<file path="src/rtl/sclk_pkg.sv">
package sclk_pkg;
    typedef enum logic [1:0] {
        S_IDLE  = 2'd0,
        S_REST  = 2'd1,
        S_DRIVE = 2'd2
    } sclk_state_e;
endpackage

</file>
<file path="src/rtl/sclk_prescale.sv">
// Tick generator: one tick every 2^scale cycles while enabled.
module sclk_prescale #(
    parameter int SCALE_W = 4
) (
    input  logic               clk,
    input  logic               rst_n,
    input  logic               en,
    input  logic [SCALE_W-1:0] scale,
    output logic               tick
);
    localparam int CNT_W = (1 << SCALE_W) - 1;

    logic [CNT_W-1:0] cnt_q;
    logic [CNT_W:0]   lim_w;

    assign lim_w = ((CNT_W+1)'(1) << scale) - (CNT_W+1)'(1);
    assign tick  = en && (cnt_q == lim_w[CNT_W-1:0]);

    always_ff @(posedge clk or negedge rst_n) begin
        if (!rst_n)
            cnt_q <= '0;
        else if (!en || tick)
            cnt_q <= '0;
        else
            cnt_q <= cnt_q + CNT_W'(1);
    end
endmodule

</file>
<file path="src/rtl/sclk_phase_timer.sv">
// Counts prescaled ticks within one clock phase; zero length acts as one.
module sclk_phase_timer #(
    parameter int PHASE_W = 8
) (
    input  logic               clk,
    input  logic               rst_n,
    input  logic               en,
    input  logic               tick,
    input  logic [PHASE_W-1:0] len,
    output logic               done
);
    logic [PHASE_W-1:0] cnt_q;
    logic [PHASE_W-1:0] len_eff;

    assign len_eff = (len == '0) ? PHASE_W'(1) : len;
    assign done    = tick && (cnt_q == len_eff - PHASE_W'(1));

    always_ff @(posedge clk or negedge rst_n) begin
        if (!rst_n)
            cnt_q <= '0;
        else if (!en || done)
            cnt_q <= '0;
        else if (tick)
            cnt_q <= cnt_q + PHASE_W'(1);
    end
endmodule

</file>
<file path="src/rtl/sclk_edge_count.sv">
// Tracks the edge index within a character and classifies the next edge.
module sclk_edge_count #(
    parameter int BITS_W = 4
) (
    input  logic              clk,
    input  logic              rst_n,
    input  logic              en,
    input  logic              edge_i,
    input  logic              cpha,
    input  logic [BITS_W-1:0] bits,
    output logic              samp_sel,
    output logic              last_samp,
    output logic              last_edge
);
    localparam int NB_W     = BITS_W + 1;
    localparam int EDGE_W   = BITS_W + 2;
    localparam int MAX_BITS = 1 << BITS_W;

    logic [EDGE_W-1:0] cnt_q;
    logic [NB_W-1:0]   n_bits;
    logic [EDGE_W-1:0] last_idx;
    logic              is_lead;

    assign n_bits    = (bits == '0) ? NB_W'(MAX_BITS) : NB_W'(bits);
    assign last_idx  = {n_bits, 1'b0} - EDGE_W'(1);
    assign is_lead   = ~cnt_q[0];
    assign samp_sel  = cpha ? ~is_lead : is_lead;
    assign last_edge = (cnt_q == last_idx);
    assign last_samp = cpha ? last_edge : (cnt_q == last_idx - EDGE_W'(1));

    always_ff @(posedge clk or negedge rst_n) begin
        if (!rst_n)
            cnt_q <= '0;
        else if (!en)
            cnt_q <= '0;
        else if (edge_i)
            cnt_q <= last_edge ? '0 : cnt_q + EDGE_W'(1);
    end
endmodule

</file>
<file path="src/rtl/sclk_gen.sv">
// SPI master serial clock generator: prescaler, phase timing, edge strobes.
module sclk_gen
    import sclk_pkg::*;
#(
    parameter int SCALE_W = 4,
    parameter int PHASE_W = 8,
    parameter int BITS_W  = 4
) (
    input  logic               clk,
    input  logic               rst_n,
    input  logic               run_i,
    input  logic [SCALE_W-1:0] scale_i,
    input  logic [PHASE_W-1:0] lo_cnt_i,
    input  logic [PHASE_W-1:0] hi_cnt_i,
    input  logic               cpol_i,
    input  logic               cpha_i,
    input  logic [BITS_W-1:0]  char_bits_i,
    output logic               sclk_o,
    output logic               sample_o,
    output logic               launch_o,
    output logic               char_done_o
);
    sclk_state_e        state_q, state_n;
    logic               active;
    logic               tick;
    logic               edge_w;
    logic               lvl_now;
    logic [PHASE_W-1:0] phase_len;
    logic               samp_sel, last_samp, last_edge;

    assign active    = (state_q != S_IDLE);
    assign lvl_now   = (state_q == S_DRIVE) ^ cpol_i;
    assign phase_len = lvl_now ? hi_cnt_i : lo_cnt_i;

    sclk_prescale #(.SCALE_W(SCALE_W)) u_pre (
        .clk   (clk),
        .rst_n (rst_n),
        .en    (active),
        .scale (scale_i),
        .tick  (tick)
    );

    sclk_phase_timer #(.PHASE_W(PHASE_W)) u_phase (
        .clk   (clk),
        .rst_n (rst_n),
        .en    (active),
        .tick  (tick),
        .len   (phase_len),
        .done  (edge_w)
    );

    sclk_edge_count #(.BITS_W(BITS_W)) u_edges (
        .clk       (clk),
        .rst_n     (rst_n),
        .en        (active),
        .edge_i    (edge_w),
        .cpha      (cpha_i),
        .bits      (char_bits_i),
        .samp_sel  (samp_sel),
        .last_samp (last_samp),
        .last_edge (last_edge)
    );

    always_comb begin
        state_n = state_q;
        unique case (state_q)
            S_IDLE:  if (run_i) state_n = S_REST;
            S_REST:  if (edge_w) state_n = S_DRIVE;
            S_DRIVE: if (edge_w) state_n = (last_edge && !run_i) ? S_IDLE : S_REST;
            default: state_n = S_IDLE;
        endcase
    end

    always_ff @(posedge clk or negedge rst_n) begin
        if (!rst_n)
            state_q <= S_IDLE;
        else
            state_q <= state_n;
    end

    always_ff @(posedge clk or negedge rst_n) begin
        if (!rst_n) begin
            sclk_o      <= 1'b0;
            sample_o    <= 1'b0;
            launch_o    <= 1'b0;
            char_done_o <= 1'b0;
        end else begin
            sclk_o      <= (state_n == S_DRIVE) ^ cpol_i;
            sample_o    <= edge_w && samp_sel;
            launch_o    <= edge_w && !samp_sel;
            char_done_o <= edge_w && samp_sel && last_samp;
        end
    end
endmodule

</file>
<file path="config.mk">
export PLATFORM = sky130hd
export DESIGN_NAME = sclk_gen
export DESIGN_NICKNAME = d
export VERILOG_FILES = /design/src/rtl/sclk_pkg.sv /design/src/rtl/sclk_prescale.sv /design/src/rtl/sclk_phase_timer.sv /design/src/rtl/sclk_edge_count.sv /design/src/rtl/sclk_gen.sv
export SDC_FILE = /design/constraint.sdc
export NUM_CORES = 1
export LEC_CHECK = 0
export BUFFER_PORTS_ARGS = -buffer_cell sky130_fd_sc_hd__buf_2
export CORE_MARGIN = 4
export CORE_UTILIZATION = 53
export CTS_CLUSTER_DIAMETER = 40
export DETAILED_ROUTE_END_ITERATION = 10
export PLACE_DENSITY_LB_ADDON = 0.25
export SLEW_MARGIN = 10
export SYNTH_ARGS = -nofsm -noshare
export SYNTH_HDL_FRONTEND = slang
export SYNTH_HIERARCHICAL = 1
export SYNTH_SLANG_ARGS = --single-unit
</file>
<file path="constraint.sdc">
create_clock -name clk -period 3.74 [get_ports clk]
set_input_delay 0.748 -clock clk [delete_from_list [all_inputs] [get_ports clk]]
set_output_delay 0.748 -clock clk [all_outputs]
set_load 0.01 [all_outputs]
</file>
==> metrics.yaml, run 1 <==
min_period_ns: 3.790
chipHeight_um: 81.51
die_x_um: 81.51
tightest_slew_ns: 0.7786
critPathArrivalTime_ns: 4.01
violations: "negative setup slack"
p_int_mw: 0.7489
cts_buffers: 5
dp.cells: 445
p_leak_nw: 1.570
tritoncts: "done"
final_cells: 457
area_delta_synth_final_pct: 24.12
post-place-ws_ns: -0.4266
cp_max_fo: 7
grt_most_used_layer: "met2"
slew_headroom_pct: 48.09
async_flop_share_pct: 100.0
yosys.area.top_type: "dfrtp_1"
fillers: 382
drive_above_1_share_pct: 29.46
via_per_inst: 5.698
end_kind: "flop"
port_buffers: 32
syn-num-nets: 365
swShare_pct: 34.73
synth.avg_cell_area_um2: 8.705
synthCells: 329
rows: 26
net-switching-power_mw: 0.3985
slew_viol_final: 0
pin_count: 33
clock-sinks: 35
gp_congestion: 0.8484
hold_viol_final: 0
p_per_area_mw_per_mm2: 322.8
met2_usage_pct: 33.47
syn_area_mm2: 0.002864
die_area_mm2: 0.006644
synth_most_common_cell: "dfrtp_1"
fmax_mhz: 263.9
p_clk_share_pct: 23.7
first_pass_iters: 4
ys.flop_type: "dfrtp_1"
tns_ns: -0.1098
yosysTopAreaCellShare_pct: 30.58
hold_buffers: 0
grt_max_degree: 36
synth_common_cells: "35 x dfrtp_1, 32 x nand2_1, 27 x xnor2_1"
grtUsageTotal_pct: 20.52
yosysSeqAreaShare_pct: 30.58
fin_util_pct: 68.72
start_util_pct: 55.37
status: "finished, violations left"
remaining_drc_errors: 0
synth-seq-cells: 35
holdWs_ns: 0.5357
synth_cell_types: 61
min_period_over_period_pct: 101.3
combPwrFrac_pct: 30.7
finClkSkew_ns: 0.01473
path_class: "in2reg"
drt_wl_total_um: 6588
critical_path.startpoint_type: "input port"
wl_per_cell_um: 14.42
setup_viol: 3
irDropWorstVdd_v: 0.0003164
yosysWarnings: 6
antenna_found_initial: 0
vias: 2604
grt_pass1_vias: 2423
dp_hpwl_um: 4575
coreArea_mm2: 0.005172
maxCapViolations: 0
grt_setup_unrepaired: "yes"
ant_nets: 0
worstHoldPathType: "in2async"
met3_usage_pct: 3.838
drt_iter0_drc: 125
clk_pin_slew_ns: 0.08
cts_buffer_depth: 2
grt_use_met1_pct: 28.00
grt_first_pass_wirelength_um: 10870
sequentialPowerShare_pct: 45.6
diodes: 0
synth_edf_count: 0
worstPathRequired_ns: 3.96
reg2reg_slack_ns: -0.02
ctsRootBufferMaster: "clkbuf_8"
overflow: 0
clock_latency_ns: 0.29
h-tree-depth: 2
fin_nets: 422
setup_ws_ns: -0.04973
yosys-top-cells-area: "dfrtp_1 31%, xnor2_1 8.3%, xor2_1 5.5%"
cell type report:
class	count	area, um^2	share of cell area, %
Clock buffer	6	72.57	2.042
Clock inverter	2	12.51	0.3520
Inverter	8	30.03	0.8448
Multi-Input combinational cell	268	2002	56.32
Sequential cell	35	875.8	24.64
Tap cell	70	87.58	2.464
Timing Repair Buffer	68	474.2	13.34
through the flow:
| stage | instance area [um^2] | power, mW |
|---|---|---|
| finish | 3555 | 1.147 |
| global route | 3555 | 1.228 |
| CTS | 3431 | 1.147 |
| detailed placement | 3322 | 0.8683 |
| global placement | 3322 | 0.8567 |
| floorplan | 2950 | 0.7656 |
cell usage in the layout (no fill, tap or decap), types with 3 or more instances in the layout:
master	instances
nor3_1	6
inv_1	8
xnor2_1	27
nand2_1	32
xor2_1	18
and2_1	6
o21ai_0	9
a21oi_1	13
and3_1	10
clkbuf_8	5
nor2b_1	6
nor2_1	23
buf_2	31
dfrtp_1	35
mux2_2	5
nand4_1	5
mux2_4	6
o31ai_1	4
nor3b_1	6
ha_1	5
o21ai_1	3
nand3_1	21
a211oi_1	3
a21o_1	3
buf_4	33
worst max-delay path, cell delays in order:
cell and delay (ns):
buf_4 0.13, xnor2_4 0.17, buf_12 0.14, mux2_4 0.31
or3_4 0.39, nor3_2 0.16, nor2_1 0.06, ha_2 0.20
o21ba_4 0.21, a221oi_4 0.27, a41oi_2 0.08, a2111oi_4 0.36
and2_4 0.26, nand4_1 0.14, o21ai_1 0.14, nand2_1 0.08
o21ai_1 0.16
timing repair:
action                     CTS  global route
pin swaps                    3             7
gates cloned                 0             1
buffers inserted             1             2
setup endpoints to repair    9            13
gates resized for setup      1            20
worst paths after layout:
kind                       cells past startpoint                          from                           end
max                                           17                        cpol_i  u_edges/cnt_q[3]$_DFFE_PN0P_
min                                            1                         rst_n      u_pre/cnt_q[0]$_DFF_PN0_
max reg2reg                                   17          state_q[0]$_DFF_PN0_  u_edges/cnt_q[3]$_DFFE_PN0P_
min reg2reg                                    3  u_phase/cnt_q[4]$_DFFE_PN0P_  u_phase/cnt_q[4]$_DFFE_PN0P_
max in group asynchronous                      1                         rst_n  u_phase/cnt_q[5]$_DFFE_PN0P_
min in group clk                               3  u_phase/cnt_q[4]$_DFFE_PN0P_  u_phase/cnt_q[4]$_DFFE_PN0P_
power by group through the flow:
| stage | registers, mW | clock network (mW) | logic (mW) |
|---|---|---|---|
| 2_1_floorplan | 0.491 | 0 | 0.275 |
| 3_3_place_gp | 0.524 | 0 | 0.332 |
| 3_5_place_dp | 0.527 | 0 | 0.341 |
| 4_1_cts | 0.519 | 0.281 | 0.347 |
| 5_1_grt | 0.534 | 0.297 | 0.397 |
| 6_report | 0.523 | 0.272 | 0.352 |
metal layers:
metal	up-vias	share of wire [%]
met3	6	4.1
met4	0	0.71
met2	54	50
met5	-	0
met1	1250	46
li1	1294	-
registers in the layout, indices dropped and copies added (netlist names):
name	count
sclk_o	1
u_phase/cnt_q	8
char_done_o	1
u_edges/cnt_q	6
state_q	2
launch_o	1
sample_o	1
u_pre/cnt_q	15
kinds of logic (layout without fill, tap and decap cells):
group                      count (synthesis)  after routing  synth area share, %
adders and majority gates                  7              7                3.058
and+or+nand+nor                          142            142                27.65
muxes                                     12             12                4.675
xor gates and xnor gates                  46             46                14.72
buffers and inverters                     26             84                4.063
DFF                                       35             35                30.58
AOI/OAI and AO/OA                         61             61                15.25
Note: power is estimated with default switching activity, not from simulation.
==> run 2, diff against run 1 <==
--- a/config.mk
+++ b/config.mk
@@ -11,7 +11,7 @@
 export CTS_CLUSTER_DIAMETER = 40
 export DETAILED_ROUTE_END_ITERATION = 10
 export PLACE_DENSITY_LB_ADDON = 0.25
-export SLEW_MARGIN = 10
+export SLEW_MARGIN = 30
 export SYNTH_ARGS = -nofsm -noshare
 export SYNTH_HDL_FRONTEND = slang
 export SYNTH_HIERARCHICAL = 1
==> constraint.sdc (replaced) <==
create_clock -name clk -period 3.1 [get_ports clk]
set_input_delay 0.62 -clock clk [delete_from_list [all_inputs] [get_ports clk]]
set_output_delay 0.62 -clock clk [all_outputs]
set_load 0.01 [all_outputs]
==> metrics.yaml, run 2 (synthesis results as in run 1) <==
status: "finished, violations left"
violations: "negative setup slack"
overflow: 0  # unchanged
vias: 2617  # +0.50%
finClkSkew_ns: 0.006275  # -0.008455 ns
fmax_mhz: 270.1
net-switching-power_mw: 0.4741  # +19%
die_x_um: 81.51  # unchanged
drive_above_1_share_pct: 28.46  # -1.0 points
clock-sinks: 35  # unchanged
largest_reg_flops: 15  # unchanged
cts_buffers: 5  # unchanged
setup_ws_ns: -0.6024  # -0.5527 ns
wl_per_cell_um: 15.23  # +5.6%
area_delta_synth_final_pct: 23.11
min_period_over_period_pct: 119.4
diodes: 0  # unchanged
swShare_pct: 34.31  # -0.42 points
grt_setup_unrepaired: "yes"
multi_input_area_mm2: 0.001974  # -1.4%
fin_nets: 425  # +0.71%
post-place-ws_ns: -0.9165  # -0.4899 ns
drt_iter0_drc: 189  # +51%
ctsRootBufferMaster: "clkbuf_8"
clk_pin_slew_ns: 0.07  # about the same
drt_wl_total_um: 7005  # +6.3%
chipHeight_um: 81.51  # unchanged
tritoncts: "done"
final_cell_mix: "36 x buf_4, 35 x dfrtp_1, 32 x buf_2, 32 x nand2_1, 27 x xnor2_1"
remaining_drc_errors: 0  # unchanged
irDropWorstVdd_v: 0.0002661  # -16%
worstPathRequired_ns: 3.27  # -0.69 ns
fillers: 405  # +6.0%
cp_cell_sequence: "nor2b_4 -> xnor2_4 -> buf_12 -> mux2_4 -> or3_4 -> nor3_2 -> nor2_1 -> ha_2 -> o21ba_4 -> a221oi_4 -> a41oi_2 -> a2111oi_4 -> and2_4 -> mux2_4 -> xor2_1"
hold_viol_final: 0  # unchanged
die_area_mm2: 0.006644  # unchanged
cp_top_family: "simple AND/OR/NAND/NOR gates"
dp_hpwl_um: 5015  # +9.6%
p_per_area_mw_per_mm2: 391.9  # +21%
maxCapViolations: 0  # unchanged
critPathArrivalTime_ns: 3.87  # -0.14 ns
p_int_mw: 0.9076  # +21%
cpPeakStageDelay_ns: 0.41  # +0.02 ns
top_register: "u_pre/cnt_q"
port_buffers: 32  # unchanged
slew_viol_final: 0  # unchanged
grt_pass1_vias: 2538  # +4.7%
clock_latency_ns: 0.28  # about the same
pin_count: 33  # unchanged
combPwrFrac_pct: 31.8  # +1.1 points
min_period_ns: 3.702
start_util_pct: 55.37  # unchanged
gp_congestion: 0.8574  # +1.1%
sequentialPowerShare_pct: 45.5  # about the same
crit_buf_inv: 1  # -1
ant_nets: 0  # unchanged
ff_latch_area_um2: 875.8  # unchanged
coreArea_mm2: 0.005172  # unchanged
hold_buffers: 0  # unchanged
rows: 26  # unchanged
slew_headroom_pct: 47.38  # -0.72 points
end_kind: "flop"
p_leak_nw: 1.567  # -0.21%
cp_slowest_cell: "dfrtp_1"
via_per_inst: 5.689  # -0.16%
tightest_slew_ns: 0.7894  # +0.01074 ns
layout.cells.most_common: "buf_4"
p_clk_share_pct: 22.8  # -0.9 points
setup_viol: 20  # +17
cp_max_fo: 7  # unchanged
cts_buffer_depth: 2  # unchanged
grt_max_degree: 36  # unchanged
first_pass_iters: 4  # unchanged
critical_path.startpoint_type: "flop"
grt_first_pass_wirelength_um: 11550  # +6.3%
power_mw: 1.382  # +20%
worstHoldPathType: "in2async"
path_common_cell: "mux2_4"
antenna_found_initial: 0  # unchanged
path_class: "reg2reg"
h-tree-depth: 2  # unchanged
grtUsageTotal_pct: 22.11  # +1.6 points
reg_top3: "u_pre/cnt_q x15, u_phase/cnt_q x8, u_edges/cnt_q x6"
==> run 2: cell count changes in the layout (fill, tap and decap cells not counted), sizes merged <==
cell,change
clkinvlp,-1
buf,+4
==> run 2: final timing paths <==
check / start / endpoint / slack (ns) / cells after the start
setup / recovery: state_q[0]$_DFF_PN0_ / sclk_o$_DFF_PN0_ / -0.60 / 15
hold / removal: rst_n / u_pre/cnt_q[2]$_DFF_PN0_ / 0.42 / 1
setup reg to reg: state_q[0]$_DFF_PN0_ / sclk_o$_DFF_PN0_ / -0.60 / 15
hold reg to reg: u_phase/cnt_q[7]$_DFFE_PN0P_ / u_phase/cnt_q[7]$_DFFE_PN0P_ / 0.62 / 3
max in group asynchronous: rst_n / launch_o$_DFF_PN0_ / 2.17 / 1
min in group clk: u_phase/cnt_q[7]$_DFFE_PN0P_ / u_phase/cnt_q[7]$_DFFE_PN0P_ / 0.62 / 3
==> run 2: cell type report <==
cell class              instances  area share (%)
clock buffers                   7           2.165
flip-flops and latches         35           24.84
multi-input cells             268           56.00
well taps                      70           2.484
clock inverters                 1          0.1419
repair buffers                 71           13.52
inverters                       8          0.8517
==> run 2: layer usage <==
metal	up-vias	track usage [%]	wire, um
li1	1294	-	-
met1	1261	28.97	3167
met2	56	37.21	3554
met3	6	3.947	229
met4	0	6.419	53
met5	-	0	0
==> run 2: what timing repair did <==
item / 4_1_cts / 5_1_grt
gates resized for setup: 7 / 5
cloned: 0 / 0
buffers inserted: 2 / 3
endpoints found under the setup margin: 20 / 20
pin swaps: 5 / 1
==> run 2: power by group through the flow <==
stage	Sequential [mW]	Clock [mW]	Combinational [mW]
after floorplan	0.592	0	0.332
after global placement	0.630	0	0.410
after detailed placement	0.634	0	0.427
after CTS	0.625	0.323	0.436
after global routing	0.641	0.351	0.486
final	0.628	0.314	0.439
==> run 2: per-stage QoR <==
stage / util [%] / hold slack (ns) / area, um^2 / instances / setup TNS [ns]
floorplan: - / 0.3244 / 2950 / 329 / -10.77
global placement: 64.80 / 0.5839 / 3352 / 449 / -11.27
detailed placement: 64.80 / 0.5942 / 3352 / 449 / -13.43
CTS: 67.22 / 0.4376 / 3477 / 458 / -6.804
global route: 68.17 / 0.4721 / 3526 / 460 / -10.90
finish: 68.17 / 0.4214 / 3526 / 460 / -7.956
